`src/rtl/dlm_pkg.sv`:
```
// Package: shared types for the recirculating delay-line memory.
// Assumes nothing beyond IEEE 1800-2017 enum support.
package dlm_pkg;
    // Kind of access currently latched by the controller.
    typedef enum logic [1:0] {
        ACC_IDLE  = 2'd0,
        ACC_READ  = 2'd1,
        ACC_WRITE = 2'd2
    } acc_kind_e;
endpackage

```
`src/rtl/dlm_slot_counter.sv`:
```
// Slot counter: tracks which word position is at the loop output end.
// Assumes N >= 2; counts 0..N-1 and wraps, cleared by synchronous reset.
module dlm_slot_counter #(
    parameter int N  = 8,
    parameter int AW = 3
) (
    input  logic          clk,
    input  logic          rst_n,
    output logic [AW-1:0] slot_o
);
    localparam logic [AW-1:0] LAST = AW'(N - 1);

    logic [AW-1:0] slot_q;

    // Advance one position per clock, wrapping at the last slot.
    always_ff @(posedge clk) begin
        if (!rst_n)
            slot_q <= '0;
        else if (slot_q == LAST)
            slot_q <= '0;
        else
            slot_q <= slot_q + AW'(1);
    end

    assign slot_o = slot_q;
endmodule

```
`src/rtl/dlm_loop_line.sv`:
```
// One recirculating loop of N bit positions.
// stage_q[0] is the regeneration flop; stage_q[N-1] is the output end.
// Assumes N >= 2. A force pulse replaces the recirculated bit.
module dlm_loop_line #(
    parameter int N = 8
) (
    input  logic clk,
    input  logic rst_n,
    input  logic force_i,
    input  logic force_bit_i,
    output logic tap_o
);
    logic [N-1:0] stage_q;
    logic         regen_d;

    // Choose what the regeneration flop takes this clock.
    always_comb begin
        regen_d = force_i ? force_bit_i : stage_q[N-1];
    end

    // Shift the loop by one position; the regeneration flop closes it.
    always_ff @(posedge clk) begin
        if (!rst_n)
            stage_q <= '0;
        else
            stage_q <= {stage_q[N-2:0], regen_d};
    end

    assign tap_o = stage_q[N-1];
endmodule

```
`src/rtl/dlm_access_ctrl.sv`:
```
// Access controller: latches one request, waits for its slot, fires.
// Assumes the slot input is the position currently at the output end.
// Only one access is held; new requests are dropped while one waits.
module dlm_access_ctrl
    import dlm_pkg::*;
#(
    parameter int N  = 8,
    parameter int W  = 8,
    parameter int AW = 3
) (
    input  logic          clk,
    input  logic          rst_n,
    input  logic          wr_req_i,
    input  logic [AW-1:0] wr_addr_i,
    input  logic [W-1:0]  wr_data_i,
    input  logic          rd_req_i,
    input  logic [AW-1:0] rd_addr_i,
    input  logic [AW-1:0] slot_i,
    output logic          wr_fire_o,
    output logic          rd_fire_o,
    output logic [W-1:0]  wr_word_o,
    output logic          pending_o,
    output logic          done_o
);
    acc_kind_e     kind_q;
    logic [AW-1:0] addr_q;
    logic [W-1:0]  word_q;
    logic          done_q;
    logic          accept;
    logic          hit;

    // Decode acceptance of a new request and arrival of the target slot.
    always_comb begin
        accept = (kind_q == ACC_IDLE) && (wr_req_i || rd_req_i);
        hit    = (kind_q != ACC_IDLE) && (slot_i == addr_q);
    end

    // Hold the pending access and raise done after it completes.
    always_ff @(posedge clk) begin
        if (!rst_n) begin
            kind_q <= ACC_IDLE;
            addr_q <= '0;
            word_q <= '0;
            done_q <= 1'b0;
        end else if (hit) begin
            kind_q <= ACC_IDLE;
            done_q <= 1'b1;
        end else begin
            done_q <= 1'b0;
            if (accept) begin
                kind_q <= wr_req_i ? ACC_WRITE : ACC_READ;
                addr_q <= wr_req_i ? wr_addr_i : rd_addr_i;
                word_q <= wr_data_i;
            end
        end
    end

    assign wr_fire_o = hit && (kind_q == ACC_WRITE);
    assign rd_fire_o = hit && (kind_q == ACC_READ);
    assign wr_word_o = word_q;
    assign pending_o = (kind_q != ACC_IDLE);
    assign done_o    = done_q;
endmodule

```
`src/rtl/dlm_top.sv`:
```
// Top: W lockstep loops of N positions, a slot counter, one controller.
// Assumes N >= 2. Writes force all regeneration flops in the slot's
// cycle; reads capture the output taps into rd_data in the same cycle.
module dlm_top #(
    parameter int N  = 8,
    parameter int W  = 8,
    parameter int AW = (N > 1) ? $clog2(N) : 1
) (
    input  logic          clk,
    input  logic          rst_n,
    input  logic          wr_req,
    input  logic [AW-1:0] wr_addr,
    input  logic [W-1:0]  wr_data,
    input  logic          rd_req,
    input  logic [AW-1:0] rd_addr,
    output logic [W-1:0]  rd_data,
    output logic          done
);
    logic [AW-1:0] slot_q;
    logic          wr_fire;
    logic          rd_fire;
    logic [W-1:0]  wr_word;
    logic          pending;
    logic [W-1:0]  taps;
    logic [W-1:0]  rd_q;

    dlm_slot_counter #(.N(N), .AW(AW)) slot_ctr_i (
        .clk    (clk),
        .rst_n  (rst_n),
        .slot_o (slot_q)
    );

    dlm_access_ctrl #(.N(N), .W(W), .AW(AW)) ctrl_i (
        .clk       (clk),
        .rst_n     (rst_n),
        .wr_req_i  (wr_req),
        .wr_addr_i (wr_addr),
        .wr_data_i (wr_data),
        .rd_req_i  (rd_req),
        .rd_addr_i (rd_addr),
        .slot_i    (slot_q),
        .wr_fire_o (wr_fire),
        .rd_fire_o (rd_fire),
        .wr_word_o (wr_word),
        .pending_o (pending),
        .done_o    (done)
    );

    // One loop per word bit, all driven by the same force pulse.
    for (genvar g = 0; g < W; g++) begin : g_line
        dlm_loop_line #(.N(N)) line_i (
            .clk         (clk),
            .rst_n       (rst_n),
            .force_i     (wr_fire),
            .force_bit_i (wr_word[g]),
            .tap_o       (taps[g])
        );
    end

    // Capture the passing word when a read reaches its slot.
    always_ff @(posedge clk) begin
        if (!rst_n)
            rd_q <= '0;
        else if (rd_fire)
            rd_q <= taps;
    end

    assign rd_data = rd_q;
endmodule

```
`config.mk`:
```
export PLATFORM = sky130hd
export DESIGN_NAME = dlm_top
export DESIGN_NICKNAME = d
export VERILOG_FILES = /design/src/rtl/dlm_pkg.sv /design/src/rtl/dlm_slot_counter.sv /design/src/rtl/dlm_loop_line.sv /design/src/rtl/dlm_access_ctrl.sv /design/src/rtl/dlm_top.sv
export SDC_FILE = /design/constraint.sdc
export NUM_CORES = 1
export LEC_CHECK = 0
export CAP_MARGIN = 25
export CORE_UTILIZATION = 50
export DETAILED_ROUTE_END_ITERATION = 10
export DONT_BUFFER_PORTS = 1
export PLACE_DENSITY = 0.68
export SLEW_MARGIN = 20
export SYNTH_ARGS = -nofsm -noshare
export SYNTH_HDL_FRONTEND = slang
export SYNTH_SLANG_ARGS = --single-unit
```
`constraint.sdc`:
```
create_clock -name clk -period 1.3 [get_ports clk]
set_input_delay 0.26 -clock clk [delete_from_list [all_inputs] [get_ports clk]]
set_output_delay 0.26 -clock clk [all_outputs]
set_load 0.01 [all_outputs]
```
==> impl_summary.log <==
INFO  metric outcome = finished, violations left
INFO  metric violations_in_the_final_reports = negative setup slack
INFO  metric routability_congestion = 0.783
INFO  metric timing.critical_path.cells = xor2_1 -> buf_4 -> nor4_4 -> buf_4 -> mux2i_1
INFO  metric postLayoutCoreUtil = 0.587
INFO  metric power.density = 1520 mW/mm2
INFO  metric critPathSlowestCell = sky130_fd_sc_hd__dfxtp_2
INFO  metric final-hold-violation-count = 0
INFO  metric max-slew-margin-rel = 0.772
INFO  metric num_rows = 27
INFO  metric place.port_buffers = 0
INFO  metric crit_start_category = register
INFO  metric buffers_inserted_during_post_cts_setup_optimization = 0
INFO  metric count_of_final_max_slew_check_failures = 0
INFO  metric timing.setup.tns = -0.287 ns
INFO  metric timing.critical_path.max_delay_family = buffers and inverters
INFO  metric synthDistinctLibCells = 28
INFO  metric ctsLongestPathBuffers = 2
INFO  metric place_ws = -0.0540 ns
INFO  metric buffering_stage_count_on_the_worst_path_with_inverters_included = 2
INFO  metric cap_viol_max_count = 0
INFO  metric postSynthRegisterBits = 89
INFO  metric cp.required = 1.57 ns
INFO  metric drt.antenna.violating_nets = 0
INFO  metric drt-wirelength-per-cell = 12.5 um
INFO  metric die_h = 77.6 um
INFO  metric grt_overflow_total = 0
INFO  metric leakage = 1.26 nW
INFO  metric hold_bufs_inserted_after_cts = 0
INFO  metric syn2layout_area_growth = 13.2%
INFO  metric worst_path_largest_cell_delay = 0.33 ns
INFO  metric cts.clk_slew.worst_paths = 0.08 ns
INFO  metric vias_in_the_first_global_route = 1,520
INFO  metric avgViaCountPerCell = 4.87
INFO  metric synthesis.instances = 263
INFO  metric effective_utilization_at_floorplan = 0.519
INFO  metric max_slew.worst_pin.slew = 0.337 ns
INFO  metric detailedPlacementHpwl = 2.81 mm
INFO  metric fin_worst_skew = 0.00550 ns
INFO  metric worstPathMaxFanout = 4
INFO  metric synth-seq-area-share = 0.624
INFO  metric number_of_detailed_route_iterations_in_the_first_pass = 4
INFO  metric ctsRootBufferMaster = sky130_fd_sc_hd__clkbuf_8
INFO  metric clk-insertion-delay-late = 0.35 ns
INFO  metric fp.dieArea = 0.00602 mm2
INFO  metric initial_antenna_violation_count = 0
INFO  metric first_pass_grt_wire_length = 7.24 mm
INFO  metric floorplan.die.width = 77.6 um
INFO  metric setup_viol = 14
INFO  metric syn_area_per_cell = 10.9 um2
INFO  metric final_cells = 351
INFO  metric global_route.usage.total = 0.163
INFO  metric cts_htree_levels = 3
INFO  metric critPathKind = register to register
INFO  metric clock_period_minus_worst_slack = 1.34 ns
INFO  metric core-area = 0.00551 mm2
INFO  metric totalWireLength = 4.38 mm
INFO  metric grt_max_degree = 84
INFO  metric synthesis.nets = 283
INFO  metric antenna_cells = 0
INFO  metric vdd.ir_drop.worst = 909 uV
INFO  metric crit_top_cell = sky130_fd_sc_hd__buf_4
INFO  metric tritoncts_num_sinks = 89
INFO  metric rsz_0062_raised_after_global_routing = yes
INFO  metric fin_ws = -0.0420 ns
INFO  metric ios = 27
INFO  metric fin_nets = 294
INFO  metric critPathArrivalTime = 1.62 ns
INFO  metric cts_inserted_buffers = 9
INFO  metric dpl.cell_count = 335
INFO  metric clock_tree_from_tritoncts = done
INFO  metric post_synth_instance_area = 0.00286 mm2
INFO  metric vias = 1,710
INFO  metric drive_above_1_share = 0.154
INFO  metric fin_total_pwr = 4.91 mW
INFO  metric min-delay-path-class = input pin to register
INFO  metric achievable-frequency = 745 MHz
INFO  metric finalCritPeriodShare = 1.03
INFO  metric end_kind = register
INFO  metric drt_drc_violations_left = 0
INFO  metric synth_warnings = 0
INFO  metric drt-initial-drc-count = 115
## per-layer routing
| metal | vias up | global-route usage | share of wire |
|---|---|---|---|
| li1 | 880 | - | - |
| met1 | 781 | 0.214 | 0.49 |
| met2 | 38 | 0.224 | 0.44 |
| met3 | 11 | 0.0459 | 0.045 |
| met4 | 0 | 0.125 | 0.027 |
| met5 | - | 0 | 0 |
## stage by stage
step                area, um2  hold slack, ns
global route             3230          0.0114
detailed placement       3030           0.389
floorplan                2880           0.386
CTS                      3230          0.0183
finish                   3230          0.0343
global placement         3030           0.386
## power by group
| part | switching [mW] | total [mW] | internal (mW) | leakage, nW |
|---|---|---|---|---|
| Combinational | 0.193 | 0.393 | 0.199 | 0.449 |
| Clock | 0.917 | 1.67 | 0.757 | 0.0899 |
| Sequential | 0.0537 | 2.84 | 2.79 | 0.721 |
| Total | 1.16 | 4.91 | 3.75 | 1.26 |
## Yosys cell counts (all sizes together)
library cell | n | area share
nor3 | 2 | 0.0035
ha | 2 | 0.0088
nand2b | 2 | 0.0044
a31oi | 2 | 0.0044
and2 | 56 | 0.12
a21o | 1 | 0.0026
o21ai | 9 | 0.016
nor4bb | 2 | 0.0070
clkinv | 1 | 0.0013
xor2 | 3 | 0.0092
nor3b | 2 | 0.0053
a21oi | 9 | 0.016
nor4 | 3 | 0.017
nand3b | 1 | 0.0026
dfxtp | 89 | 0.62
nor4b | 1 | 0.0031
a32o | 1 | 0.0035
or2 | 2 | 0.0044
a31o | 1 | 0.0031
nor2 | 2 | 0.0026
clkbuf | 14 | 0.018
o21bai | 2 | 0.0053
nor2b | 2 | 0.0044
nand2 | 27 | 0.035
or3 | 1 | 0.0022
nand3 | 10 | 0.018
mux2i | 16 | 0.056
## state kept, by name, indices dropped and copies added (netlist names)
register / count
ctrl_i.wr_word_o: 8
ctrl_i.kind_q: 2
ctrl_i.done_o: 1
slot_ctr_i.slot_o: 3
rd_data: 8
g_line.line_i.stage_q: 64
ctrl_i.addr_q: 3
## kinds of logic (layout without fill, tap and decap cells)
group | Yosys count | count (layout) | synth area share
AND/OR/NAND/NOR | 113 | 113 | 0.232
flip-flops | 89 | 89 | 0.624
AO/OA/AOI/OAI | 25 | 25 | 0.0504
multiplexers | 16 | 16 | 0.0561
buffers and inverters | 15 | 31 | 0.0197
XOR/XNOR | 3 | 3 | 0.00920
adder cells (fa/ha/maj) | 2 | 2 | 0.00876
## timing repair
action | in CTS | in global routing
gates resized for setup | 3 | 2
setup endpoints to repair | 18 | 18
pin swaps | 1 | 0
endpoints found under the hold margin | 0 | 0
## worst reg2reg max path: stages (launching register included)
cell	delay, ns
sky130_fd_sc_hd__dfxtp_2	0.33
sky130_fd_sc_hd__xor2_1	0.18
sky130_fd_sc_hd__buf_4	0.16
sky130_fd_sc_hd__nor4_4	0.22
sky130_fd_sc_hd__buf_4	0.19
sky130_fd_sc_hd__mux2i_1	0.20
## final timing paths
| kind | end | from | depth (start not counted) | slack, ns |
|---|---|---|---|---|
| worst max-delay path | g_line[3].line_i.stage_q[0]$_SDFF_PN0_ | ctrl_i.addr_q[0]$_SDFFE_PN0P_ | 5 | -0.04 |
| worst max register to register | g_line[3].line_i.stage_q[0]$_SDFF_PN0_ | ctrl_i.addr_q[0]$_SDFFE_PN0P_ | 5 | -0.04 |
| worst min-delay path | g_line[6].line_i.stage_q[3]$_SDFF_PN0_ | rst_n | 1 | 0.03 |
| worst min register to register | g_line[5].line_i.stage_q[2]$_SDFF_PN0_ | g_line[5].line_i.stage_q[1]$_SDFF_PN0_ | 1 | 0.43 |
## final cells by class
type | count | area (um2)
clock buffer | 11 | 141
clock inverter | 5 | 38.8
fill | 455 | 2270
inverter | 1 | 3.75
multi-input combinational | 159 | 1060
sequential | 89 | 1790
tap | 72 | 90.1
timing repair buffer | 14 | 109
## cells in the final DEF (no fill, tap or decap), types with 2 or more instances in the layout
cell type / count
sky130_fd_sc_hd__nor4_4: 2
sky130_fd_sc_hd__dfxtp_1: 85
sky130_fd_sc_hd__nand2_1: 27
sky130_fd_sc_hd__clkbuf_8: 10
sky130_fd_sc_hd__nand2b_4: 2
sky130_fd_sc_hd__nand3_1: 10
sky130_fd_sc_hd__dfxtp_2: 4
sky130_fd_sc_hd__buf_4: 13
sky130_fd_sc_hd__nor4bb_1: 2
sky130_fd_sc_hd__nor2_1: 2
sky130_fd_sc_hd__and2_1: 56
sky130_fd_sc_hd__a31oi_1: 2
sky130_fd_sc_hd__a21oi_1: 9
sky130_fd_sc_hd__nor2b_1: 2
sky130_fd_sc_hd__or2_2: 2
sky130_fd_sc_hd__o21bai_1: 2
sky130_fd_sc_hd__nor3b_1: 2
sky130_fd_sc_hd__clkinv_4: 2
sky130_fd_sc_hd__nor3_1: 2
sky130_fd_sc_hd__mux2i_1: 16
sky130_fd_sc_hd__o21ai_0: 9
sky130_fd_sc_hd__ha_1: 2
No activity file was read; power rests on OpenSTA's default activity.
